===== src/rtl/cps_pkg.sv =====
package cps_pkg;

    typedef enum logic [1:0] {
        PH_TAKE   = 2'd0,
        PH_DIGEST = 2'd1,
        PH_REFUSE = 2'd2,
        PH_RUN    = 2'd3
    } phase_e;

    typedef struct packed {
        logic       known;
        logic [3:0] extra;
    } opinfo_t;

    localparam logic [7:0] REFUSE_STATUS = 8'h80;

    function automatic opinfo_t lookup_opcode(input logic [4:0] code);
        opinfo_t r;
        r.known = 1'b1;
        case (code)
            5'h08:   r.extra = 4'd0;
            5'h04:   r.extra = 4'd1;
            5'h07:   r.extra = 4'd1;
            5'h0A:   r.extra = 4'd1;
            5'h03:   r.extra = 4'd2;
            5'h0F:   r.extra = 4'd2;
            5'h0D:   r.extra = 4'd5;
            5'h05:   r.extra = 4'd8;
            5'h06:   r.extra = 4'd8;
            default: begin
                r.known = 1'b0;
                r.extra = 4'd0;
            end
        endcase
        return r;
    endfunction

endpackage


===== src/rtl/cps_opdecode.sv =====
module cps_opdecode
    import cps_pkg::*;
#(
    parameter int LEN_W = 4
) (
    input  logic [4:0]       code,
    output logic             known,
    output logic [LEN_W-1:0] total
);
    opinfo_t info;

    always_comb begin
        info  = lookup_opcode(code);
        known = info.known;
        total = LEN_W'(info.extra) + LEN_W'(1);
    end

    always_comb begin
        AST_TOTAL_NONZERO: assert (total != '0);
    end
endmodule


===== src/rtl/cps_digest_timer.sv =====
module cps_digest_timer #(
    parameter int PROC_LAT = 2,
    localparam int CW = $clog2(PROC_LAT + 1)
) (
    input  logic clk,
    input  logic rst,
    input  logic start,
    output logic busy,
    output logic done
);
    logic [CW-1:0] cnt_q;
    logic          act_q;

    always_ff @(posedge clk) begin
        if (rst) begin
            act_q <= 1'b0;
            cnt_q <= '0;
        end else if (start) begin
            act_q <= 1'b1;
            cnt_q <= CW'(PROC_LAT - 1);
        end else if (act_q) begin
            if (cnt_q == '0) act_q <= 1'b0;
            else             cnt_q <= cnt_q - CW'(1);
        end
    end

    assign busy = act_q;
    assign done = act_q && (cnt_q == '0);

    AST_TIMER_ARMS: assert property (@(posedge clk) disable iff (rst)
        start |=> busy);
    AST_TIMER_ENDS: assert property (@(posedge clk) disable iff (rst)
        (done && !start) |=> !busy);
endmodule


===== src/rtl/cps_slot_bank.sv =====
module cps_slot_bank #(
    parameter int MAX_BYTES = 9,
    parameter int LEN_W = 4
) (
    input  logic                   clk,
    input  logic                   rst,
    input  logic                   wr_en,
    input  logic [LEN_W-1:0]       wr_idx,
    input  logic [7:0]             wr_byte,
    output logic [MAX_BYTES*8-1:0] flat
);
    logic [7:0] slot_q [MAX_BYTES];

    for (genvar g = 0; g < MAX_BYTES; g++) begin : g_slot
        always_ff @(posedge clk) begin
            if (rst)
                slot_q[g] <= 8'h00;
            else if (wr_en && (wr_idx == LEN_W'(g)))
                slot_q[g] <= wr_byte;
        end
        assign flat[g*8 +: 8] = slot_q[g];
    end

    AST_SLOT_IN_RANGE: assert property (@(posedge clk) disable iff (rst)
        wr_en |-> (wr_idx < LEN_W'(MAX_BYTES)));
endmodule


===== src/rtl/cmd_phase_seq.sv =====
module cmd_phase_seq
    import cps_pkg::*;
#(
    parameter int MAX_BYTES = 9,
    parameter int PROC_LAT = 2,
    localparam int LEN_W = $clog2(MAX_BYTES + 1)
) (
    input  logic                   clk,
    input  logic                   rst,
    input  logic                   host_wr,
    input  logic [7:0]             host_wdata,
    input  logic                   host_rd,
    input  logic                   exec_done,
    output logic                   rqm,
    output logic                   dio,
    output logic                   fifo_bypass,
    output logic [7:0]             status_byte,
    output logic [MAX_BYTES*8-1:0] cmd_bytes,
    output logic [LEN_W-1:0]       cmd_len,
    output logic                   exec_start,
    output logic                   invalid_cmd
);
    phase_e           ph_q;
    logic [LEN_W-1:0] idx_q;
    logic [LEN_W-1:0] need_q;
    logic             bad_q;
    logic             go_q;

    logic             take;
    logic             dec_known;
    logic [LEN_W-1:0] dec_total;
    logic             t_busy;
    logic             t_done;

    assign take = host_wr && (ph_q == PH_TAKE);

    cps_opdecode #(.LEN_W(LEN_W)) u_dec (
        .code  (host_wdata[4:0]),
        .known (dec_known),
        .total (dec_total)
    );

    cps_digest_timer #(.PROC_LAT(PROC_LAT)) u_tmr (
        .clk   (clk),
        .rst   (rst),
        .start (take),
        .busy  (t_busy),
        .done  (t_done)
    );

    cps_slot_bank #(.MAX_BYTES(MAX_BYTES), .LEN_W(LEN_W)) u_bank (
        .clk     (clk),
        .rst     (rst),
        .wr_en   (take),
        .wr_idx  (idx_q),
        .wr_byte (host_wdata),
        .flat    (cmd_bytes)
    );

    always_ff @(posedge clk) begin
        if (rst) begin
            ph_q   <= PH_TAKE;
            idx_q  <= '0;
            need_q <= LEN_W'(1);
            bad_q  <= 1'b0;
            go_q   <= 1'b0;
        end else begin
            go_q <= 1'b0;
            case (ph_q)
                PH_TAKE: begin
                    if (take) begin
                        idx_q <= idx_q + LEN_W'(1);
                        if (idx_q == '0) begin
                            need_q <= dec_total;
                            bad_q  <= !dec_known;
                        end
                        ph_q <= PH_DIGEST;
                    end
                end
                PH_DIGEST: begin
                    if (t_done) begin
                        if (bad_q) begin
                            ph_q <= PH_REFUSE;
                        end else if (idx_q == need_q) begin
                            ph_q <= PH_RUN;
                            go_q <= 1'b1;
                        end else begin
                            ph_q <= PH_TAKE;
                        end
                    end
                end
                PH_REFUSE: begin
                    if (host_rd) begin
                        ph_q  <= PH_TAKE;
                        idx_q <= '0;
                        bad_q <= 1'b0;
                    end
                end
                PH_RUN: begin
                    if (exec_done) begin
                        ph_q  <= PH_TAKE;
                        idx_q <= '0;
                    end
                end
                default: ph_q <= PH_TAKE;
            endcase
        end
    end

    always_comb begin
        rqm         = (ph_q == PH_TAKE) || (ph_q == PH_REFUSE);
        dio         = (ph_q == PH_REFUSE);
        fifo_bypass = (ph_q != PH_RUN);
        invalid_cmd = (ph_q == PH_REFUSE);
        status_byte = (ph_q == PH_REFUSE) ? REFUSE_STATUS : 8'h00;
    end

    assign cmd_len    = idx_q;
    assign exec_start = go_q;

    AST_RQM_DROPS: assert property (@(posedge clk) disable iff (rst)
        (rqm && !dio && host_wr) |=> !rqm);
    AST_DIGEST_WAITS: assert property (@(posedge clk) disable iff (rst)
        (ph_q == PH_DIGEST) |-> t_busy);
    AST_GO_SINGLE: assert property (@(posedge clk) disable iff (rst)
        exec_start |=> !exec_start);
    AST_GO_QUIET: assert property (@(posedge clk) disable iff (rst)
        exec_start |-> (!rqm && !invalid_cmd));
    AST_REFUSE_VIEW: assert property (@(posedge clk) disable iff (rst)
        invalid_cmd |-> (rqm && dio && status_byte == REFUSE_STATUS));
    AST_FIFO_CMD: assert property (@(posedge clk) disable iff (rst)
        rqm |-> fifo_bypass);
    AST_LEN_HOLD: assert property (@(posedge clk) disable iff (rst)
        (!rqm && !exec_done) |=> $stable(cmd_len));
    AST_LEN_BOUND: assert property (@(posedge clk) disable iff (rst)
        cmd_len <= LEN_W'(MAX_BYTES));
endmodule


===== config.mk =====
export PLATFORM = sky130hd
export DESIGN_NAME = cmd_phase_seq
export DESIGN_NICKNAME = d
export VERILOG_FILES = /design/src/rtl/cps_pkg.sv /design/src/rtl/cps_opdecode.sv /design/src/rtl/cps_digest_timer.sv /design/src/rtl/cps_slot_bank.sv /design/src/rtl/cmd_phase_seq.sv
export SDC_FILE = /design/constraint.sdc
export NUM_CORES = 1
export LEC_CHECK = 0
export ABC_CLOCK_PERIOD_IN_PS = 2600
export BUFFER_PORTS_ARGS = -buffer_cell sky130_fd_sc_hd__buf_2
export CORE_MARGIN = 1.5
export CORE_UTILIZATION = 48
export CTS_CLUSTER_SIZE = 10
export DETAILED_ROUTE_END_ITERATION = 10
export PLACE_DENSITY = 0.81
export SLEW_MARGIN = 20
export SYNTH_ARGS = -nofsm -noshare
export SYNTH_HDL_FRONTEND = slang
export SYNTH_HIERARCHICAL = 1
export SYNTH_SLANG_ARGS = --single-unit

===== constraint.sdc =====
create_clock -name clk -period 2.6 [get_ports clk]
set_clock_uncertainty 0.2 [all_clocks]
set_input_delay 0.52 -clock clk [delete_from_list [all_inputs] [get_ports clk]]
set_output_delay 0.52 -clock clk [all_outputs]
set_load 0.02 [all_outputs]

==> key figures, run 1 <==
Placement
  • HPWL Detailed: 6010 um
  • # port buffers: 94
  • DP Area: 0.00464 mm2
  • Placer Congestion: 0.809

Floorplan
  • Initial core utilization: 49.4%
  • Die X: 94.9 um
  • Die area: 0.00901 mm2
  • I/O pins: 102
  • Rows: 33
  • Core area: 0.00822 mm2
  • Die span in y: 94.9 um

Cells and area
  • Final Core Density: 59.3%
  • Fill cells: 660
  • Most frequent cells in the layout: 94 x buf_2, 72 x edfxtp_1, 48 x and3_1
  • Share of cells above drive strength 1: 33.0%
  • Diodes inserted: 0
  • Nets: 452
  • Area delta synth->final: 20.2%
  • Final instance area: 0.00487 mm2
  • Commonest non-fill, non-tap cell in the layout: buf_2

Clock tree
  • Total CTS buffers: 9
  • Resized cells post-CTS: 0
  • Worst-Skew Late Latency: 0.35 ns
  • Clock sinks: 87
  • Root buffer cell: clkbuf_8
  • TritonCTS clock tree: done
  • H-tree levels: 3
  • CTS hold repair buffers: 0
  • Post-CTS setup buffer count: 0
  • CTS clk-pin slew, worst paths: 0.08 ns
  • Bufs on Longest Clock Path: 2

Worst setup path
  • Slowest stage delay, CP: 0.78 ns
  • CP bufs+invs: 1
  • Crit path cell chain: buf_2
  • Worst setup EP type: primary output
  • Crit-path leading delay family: flip-flops
  • Critical path class: reg -> out
  • Required @ worst endpoint: 1.88 ns
  • Critical R2R Capture: u_bank/slot_q[0][4]$_SDFFCE_PN0P_
  • Slowest CP cell: dfxtp_1
  • Reg2Reg Depth: 5
  • Worst R2R Start: ph_q[0]$_SDFFE_PP0P_
  • Critical path peak fanout: 17
  • Flop2flop setup slack: 0.49 ns
  • Worst setup SP type: register
  • Critical Path AT: 1.41 ns

Timing
  • Final slew viol count: 0
  • RSZ-0062 raised after global routing: false
  • Tcrit/Tclk final: 82.0%
  • Min cycle time layout: 2.13 ns
  • Rel. slew slack: 53.6%
  • Tightest Pin Transition: 0.695 ns
  • Final hold vios: 0
  • TNS Setup: 0 ns
  • Achievable Freq: 0.469 GHz
  • Endpoints failing setup: 0

Logic synthesis
  • Largest family of logic cells by synthesized area: simple AND/OR/NAND/NOR gates
  • Area fraction in compound gates after synthesis: 6.85%
  • Ys flop type: edfxtp_1
  • Post-synth ARST share: 0%
  • Post-Syn Instances: 336
  • Cell Area, Synth: 0.00406 mm2
  • #FFs+latches synth: 87
  • YS warnings: 6
  • Synth Area in Adders: 1.23%
  • Post-synthesis sequential area ratio: 60.7%
  • Post-synthesis mux area share: 0.987%
  • Post-Synth Simple-Gate Area: 21.8%
  • EDFF count, synth: 72
  • Synth unique cells: 56
  • Xor/xnor cell area share of the yosys netlist: 1.73%
  • Synthesized area per cell: 12.1 um2

GRT
  • Gr usage total: 20.0%
  • Vias in the first global route: 2676
  • Initial antenna violation count: 0
  • First-pass GRT wire length: 13400 um
  • Grt total ovfl: 0
  • Largest net degree at the start of global routing: 25

Outcome
  • Status: completed

Min path
  • Worst hold endpoint: cmd_len[1]$_SDFFE_PP0P_
  • Worst Hold Depth: 3
  • Hold path startpoint: host_wr
  • Worst Hold Class: in -> reg

Power
  • Power Total: 3.09 mW
  • Cell area power density: 634 mW/mm2
  • Peak supply drop: 295 uV
  • Leak: 2.16 nW

Run
  • Max-cap violations: 0

Detailed routing
  • TritonRoute pass-1 iters: 4
  • Vias: 2910
  • Remaining DRCs: 0
  • Drt total wl: 8750 um
  • Initial DRC count: 181
  • ANT nets after route: 0
  • Vias per cell: 5.35
  • DR WL/cell: 16.1 um
-- routing by layer --
| metal | global-route usage (%) | routed length (um) | vias up |
|---|---|---|---|
| met1 | 25.8 | 3730 | 1358 |
| met3 | 4.51 | 763 | 4 |
| met4 | 7.59 | 43 | 0 |
| met5 | 0 | 0 | - |
| met2 | 32.9 | 4220 | 144 |
| li1 | - | - | 1404 |
-- registers in the layout, indices dropped and copies added (netlist names) --
| signal | flops |
|---|---|
| bad_q | 1 |
| need_q | 4 |
| u_tmr/busy | 1 |
| exec_start | 1 |
| u_bank/slot_q | 72 |
| ph_q | 2 |
| cmd_len | 4 |
| u_tmr/cnt_q | 2 |
-- where the power goes --
part           internal [mW]  switching [mW]
Sequential              1.57          0.0300
Clock                  0.637           0.471
Combinational          0.125           0.262
Total                   2.33           0.763
-- worst max-delay path by stage --
stage | from | endpoint | slack, ns | cells past startpoint
floorplan | host_wr | u_bank/slot_q[4][0]$_SDFFCE_PN0P_ | 0.03 | 5
global placement | host_wr | u_bank/slot_q[0][4]$_SDFFCE_PN0P_ | 0.22 | 6
detailed placement | host_wr | u_bank/slot_q[1][5]$_SDFFCE_PN0P_ | 0.20 | 6
CTS | cmd_len[2]$_SDFFE_PP0P_ | cmd_len[2] | 0.47 | 1
global route | ph_q[0]$_SDFFE_PP0P_ | u_bank/slot_q[2][6]$_SDFFCE_PN0P_ | 0.34 | 5
finish | cmd_len[2]$_SDFFE_PP0P_ | cmd_len[2] | 0.47 | 1
-- worst register-to-register path, stage by stage (launching register included) --
cell,delay (ns)
dfxtp_1,0.32
or3b_4,0.44
clkinv_4,0.15
nor3b_1,0.20
buf_4,0.19
a21o_1,0.30
-- stage by stage --
stage	setup WS (ns)	instances	hold slack (ns)
after floorplan	0.0324	342	0.247
after global placement	0.222	529	0.274
after global routing	0.342	544	0.273
after CTS	0.467	544	0.251
final	0.468	544	0.273
after detailed placement	0.198	529	0.284
-- area by class of cell --
class,instances,area (um2),share of cell area (%)
tap,105,131,2.70
inverter,21,83.8,1.72
timing repair buffer,113,613,12.6
sequential,87,2460,50.5
clock inverter,5,106,2.18
multi-input combinational,203,1350,27.7
clock buffer,10,128,2.62
-- synth_stat cells (8+ instances only) --
| cell type | count | area share, % |
|---|---|---|
| a21oi_1 | 9 | 1.1 |
| edfxtp_1 | 72 | 53 |
| clkbuf_1 | 12 | 1.1 |
| buf_4 | 9 | 1.7 |
| nor3_2 | 8 | 2.0 |
| and3_1 | 48 | 7.4 |
| dfxtp_1 | 15 | 7.4 |
| nand3_1 | 17 | 2.1 |
| nor2_1 | 23 | 2.1 |
| inv_1 | 20 | 1.9 |
| o21ai_0 | 10 | 1.2 |
-- logic make-up after synthesis --
kind of cell	after synthesis
simple gates	139
flops	87
buf+inv	52
compound gates	41
xor+xnor	8
fa+ha+maj	4
mux	4
other cells	1
Power figures use the tool's default switching activity.
==> run 2, diff against run 1 <==
ABC_CLOCK_PERIOD_IN_PS = 2200   (was 2600)
CORE_UTILIZATION = 53   (was 48)
PLACE_DENSITY = 0.85   (was 0.81)
clock period = 2.2 ns   (was 2.6 ns; I/O delays follow)
==> run 2 against run 1 <==
Effect of this change: non-clock buffer count is 6 higher; register-to-register slack worse by 0.27 ns; clock power is 12% lower; setup slack worse by 0.28 ns; final cell count is 0.18% higher; critical path type unchanged; largest cell class unchanged; final area is 1.1% higher.
==> key figures, run 2 (synthesis results as in run 1) <==
Floorplan
  • Initial core utilization: 55.3% (+6.0 points)
  • Core area: 0.00733 mm2 (-11%)
  • I/O pins: 102 (unchanged)
  • Die span in y: 90.5 um (-4.7%)
  • Die X: 90.5 um (-4.7%)
  • Rows: 31 (-6.1%)
  • Die area: 0.00818 mm2 (-9.1%)

GRT
  • Gr usage total: 21.7% (+1.7 points)
  • Initial antenna violation count: 0 (unchanged)
  • First-pass GRT wire length: 13700 um (+2.4%)
  • Vias in the first global route: 2768 (+3.4%)
  • Grt total ovfl: 0 (unchanged)
  • Largest net degree at the start of global routing: 25 (unchanged)

Worst setup path
  • Critical path peak fanout: 9 (-8)
  • Worst setup SP type: register
  • Slowest stage delay, CP: 0.58 ns (-0.20 ns)
  • Crit path cell chain: buf_4 -> buf_2
  • CP bufs+invs: 2 (+1)
  • Critical path class: reg -> out
  • Slowest CP cell: dfxtp_1
  • Reg2Reg Depth: 5 (unchanged)
  • Critical Path AT: 1.37 ns (-0.04 ns)
  • Worst R2R Start: ph_q[0]$_SDFFE_PP0P_
  • Flop2flop setup slack: 0.22 ns (-0.27 ns)
  • Critical R2R Capture: u_bank/slot_q[1][4]$_SDFFCE_PN0P_
  • Worst setup EP type: primary output
  • Crit-path leading delay family: flip-flops
  • Required @ worst endpoint: 1.56 ns (-0.32 ns)

Placement
  • Placer Congestion: 0.865 (+6.9%)
  • Pre-CTS WS: 0.0198 ns (-0.178 ns)
  • HPWL Detailed: 6210 um (+3.2%)
  • Placed cells: 529 (unchanged)
  • # port buffers: 94 (unchanged)

Power
  • Cell area power density: 677 mW/mm2 (+6.7%)
  • Peak supply drop: 282 uV (-4.5%)
  • Leak: 2.18 nW (+1.2%)

Detailed routing
  • Initial DRC count: 179 (-1.1%)
  • TritonRoute pass-1 iters: 5 (+1)
  • Vias per cell: 5.50 (+2.8%)
  • Vias: 2996 (+3.0%)
  • Drt total wl: 8510 um (-2.7%)
  • Remaining DRCs: 0 (unchanged)
  • DR WL/cell: 15.6 um (-2.9%)
  • ANT nets after route: 0 (unchanged)

Timing
  • Final hold vios: 0 (unchanged)
  • Endpoints failing setup: 0 (unchanged)
  • RSZ-0062 raised after global routing: false
  • Achievable Freq: 0.498 GHz
  • WHS: 0.192 ns (-0.0810 ns)
  • Tcrit/Tclk final: 91.3%
  • Min cycle time layout: 2.01 ns
  • Final worst slack: 0.192 ns (-0.276 ns)
  • Rel. slew slack: 65.7% (+12 points)
  • TNS Setup: 0 ns (unchanged)
  • Final slew viol count: 0 (unchanged)
  • Tightest Pin Transition: 0.500 ns (-0.195 ns)

Cells and area
  • Max FFs per register: 72 (unchanged)
  • Diodes inserted: 0 (unchanged)
  • Nets: 458 (+1.3%)
  • Top flop regs: u_bank/slot_q (72), cmd_len (4), need_q (4)
  • Non-Filler Instances: 545 (+0.18%)
  • Share of cells above drive strength 1: 35.2% (+2.2 points)
  • Final Core Density: 67.2% (+7.9 points)
  • Most frequent cells in the layout: 94 x buf_2, 72 x edfxtp_1, 48 x and3_1
  • Commonest non-fill, non-tap cell in the layout: buf_2
  • Biggest register: u_bank/slot_q
  • Area delta synth->final: 21.6%

Clock tree
  • TritonCTS clock tree: done
  • CTS clk-pin slew, worst paths: 0.08 ns (about the same)
  • Bufs on Longest Clock Path: 2 (unchanged)
  • Worst-Skew Late Latency: 0.36 ns (about the same)
  • Resized cells post-CTS: 0 (unchanged)
  • Total CTS buffers: 9 (unchanged)
  • H-tree levels: 3 (unchanged)
  • Clock sinks: 87 (unchanged)
  • CTS hold repair buffers: 0 (unchanged)
  • Post-CTS setup buffer count: 0 (unchanged)
  • Root buffer cell: clkbuf_8

Run
  • Max-cap violations: 0 (unchanged)

Min path
  • Worst Hold Depth: 3 (unchanged)
  • Hold path startpoint: host_wr
  • Worst hold endpoint: cmd_len[1]$_SDFFE_PP0P_
  • Worst Hold Class: in -> reg

Outcome
  • Status: completed
run 2: worst max-delay path by stage:
stage                            start                           endpoint  slack [ns]  cells past startpoint
5_1_grt           ph_q[1]$_SDFFE_PP0P_                                dio        0.09                      4
2_1_floorplan                  host_wr  u_bank/slot_q[0][0]$_SDFFCE_PN0P_        0.05                      5
3_3_place_gp                   host_wr  u_bank/slot_q[0][7]$_SDFFCE_PN0P_        0.05                      6
6_report       cmd_len[2]$_SDFFE_PP0P_                         cmd_len[2]        0.19                      2
4_1_cts        cmd_len[2]$_SDFFE_PP0P_                         cmd_len[2]        0.19                      2
3_5_place_dp                   host_wr  u_bank/slot_q[0][3]$_SDFFCE_PN0P_        0.02                      6
run 2: report_power, final:
group / internal, mW / switching, mW
clock network: 0.415 / 0.556
registers: 1.85 / 0.0336
logic: 0.165 / 0.315
run 2: cell type report:
class | count | area (um2)
Tap cell | 99 | 124
Multi-Input combinational cell | 203 | 1380
Clock inverter | 6 | 46.3
Clock buffer | 10 | 128
Fill cell | 554 | 2400
Sequential cell | 87 | 2460
Timing Repair Buffer | 119 | 708
Inverter | 21 | 83.8
run 2: metal layers:
| layer | up-vias | GRT usage [%] | routed length (um) |
|---|---|---|---|
| li1 | 1421 | - | - |
| met3 | 16 | 5.64 | 718 |
| met4 | 0 | 8.86 | 178 |
| met2 | 141 | 35.9 | 4190 |
| met5 | - | 0 | 0 |
| met1 | 1418 | 27.0 | 3430 |
run 2: metrics by stage:
| stage | power, mW | area [um2] |
|---|---|---|
| 2_1_floorplan | 2.22 | 4110 |
| 3_3_place_gp | 2.38 | 4760 |
| 3_5_place_dp | 2.40 | 4760 |
| 4_1_cts | 3.36 | 4930 |
| 6_report | 3.34 | 4930 |
| 5_1_grt | 3.46 | 4930 |
run 2: worst reg2reg max path: cells and delay by family, from the launching register on:
family | cells | cell delay, ns
simple gates | 2 | 0.59
flops | 1 | 0.33
compound gates | 1 | 0.30
buf+inv | 2 | 0.25
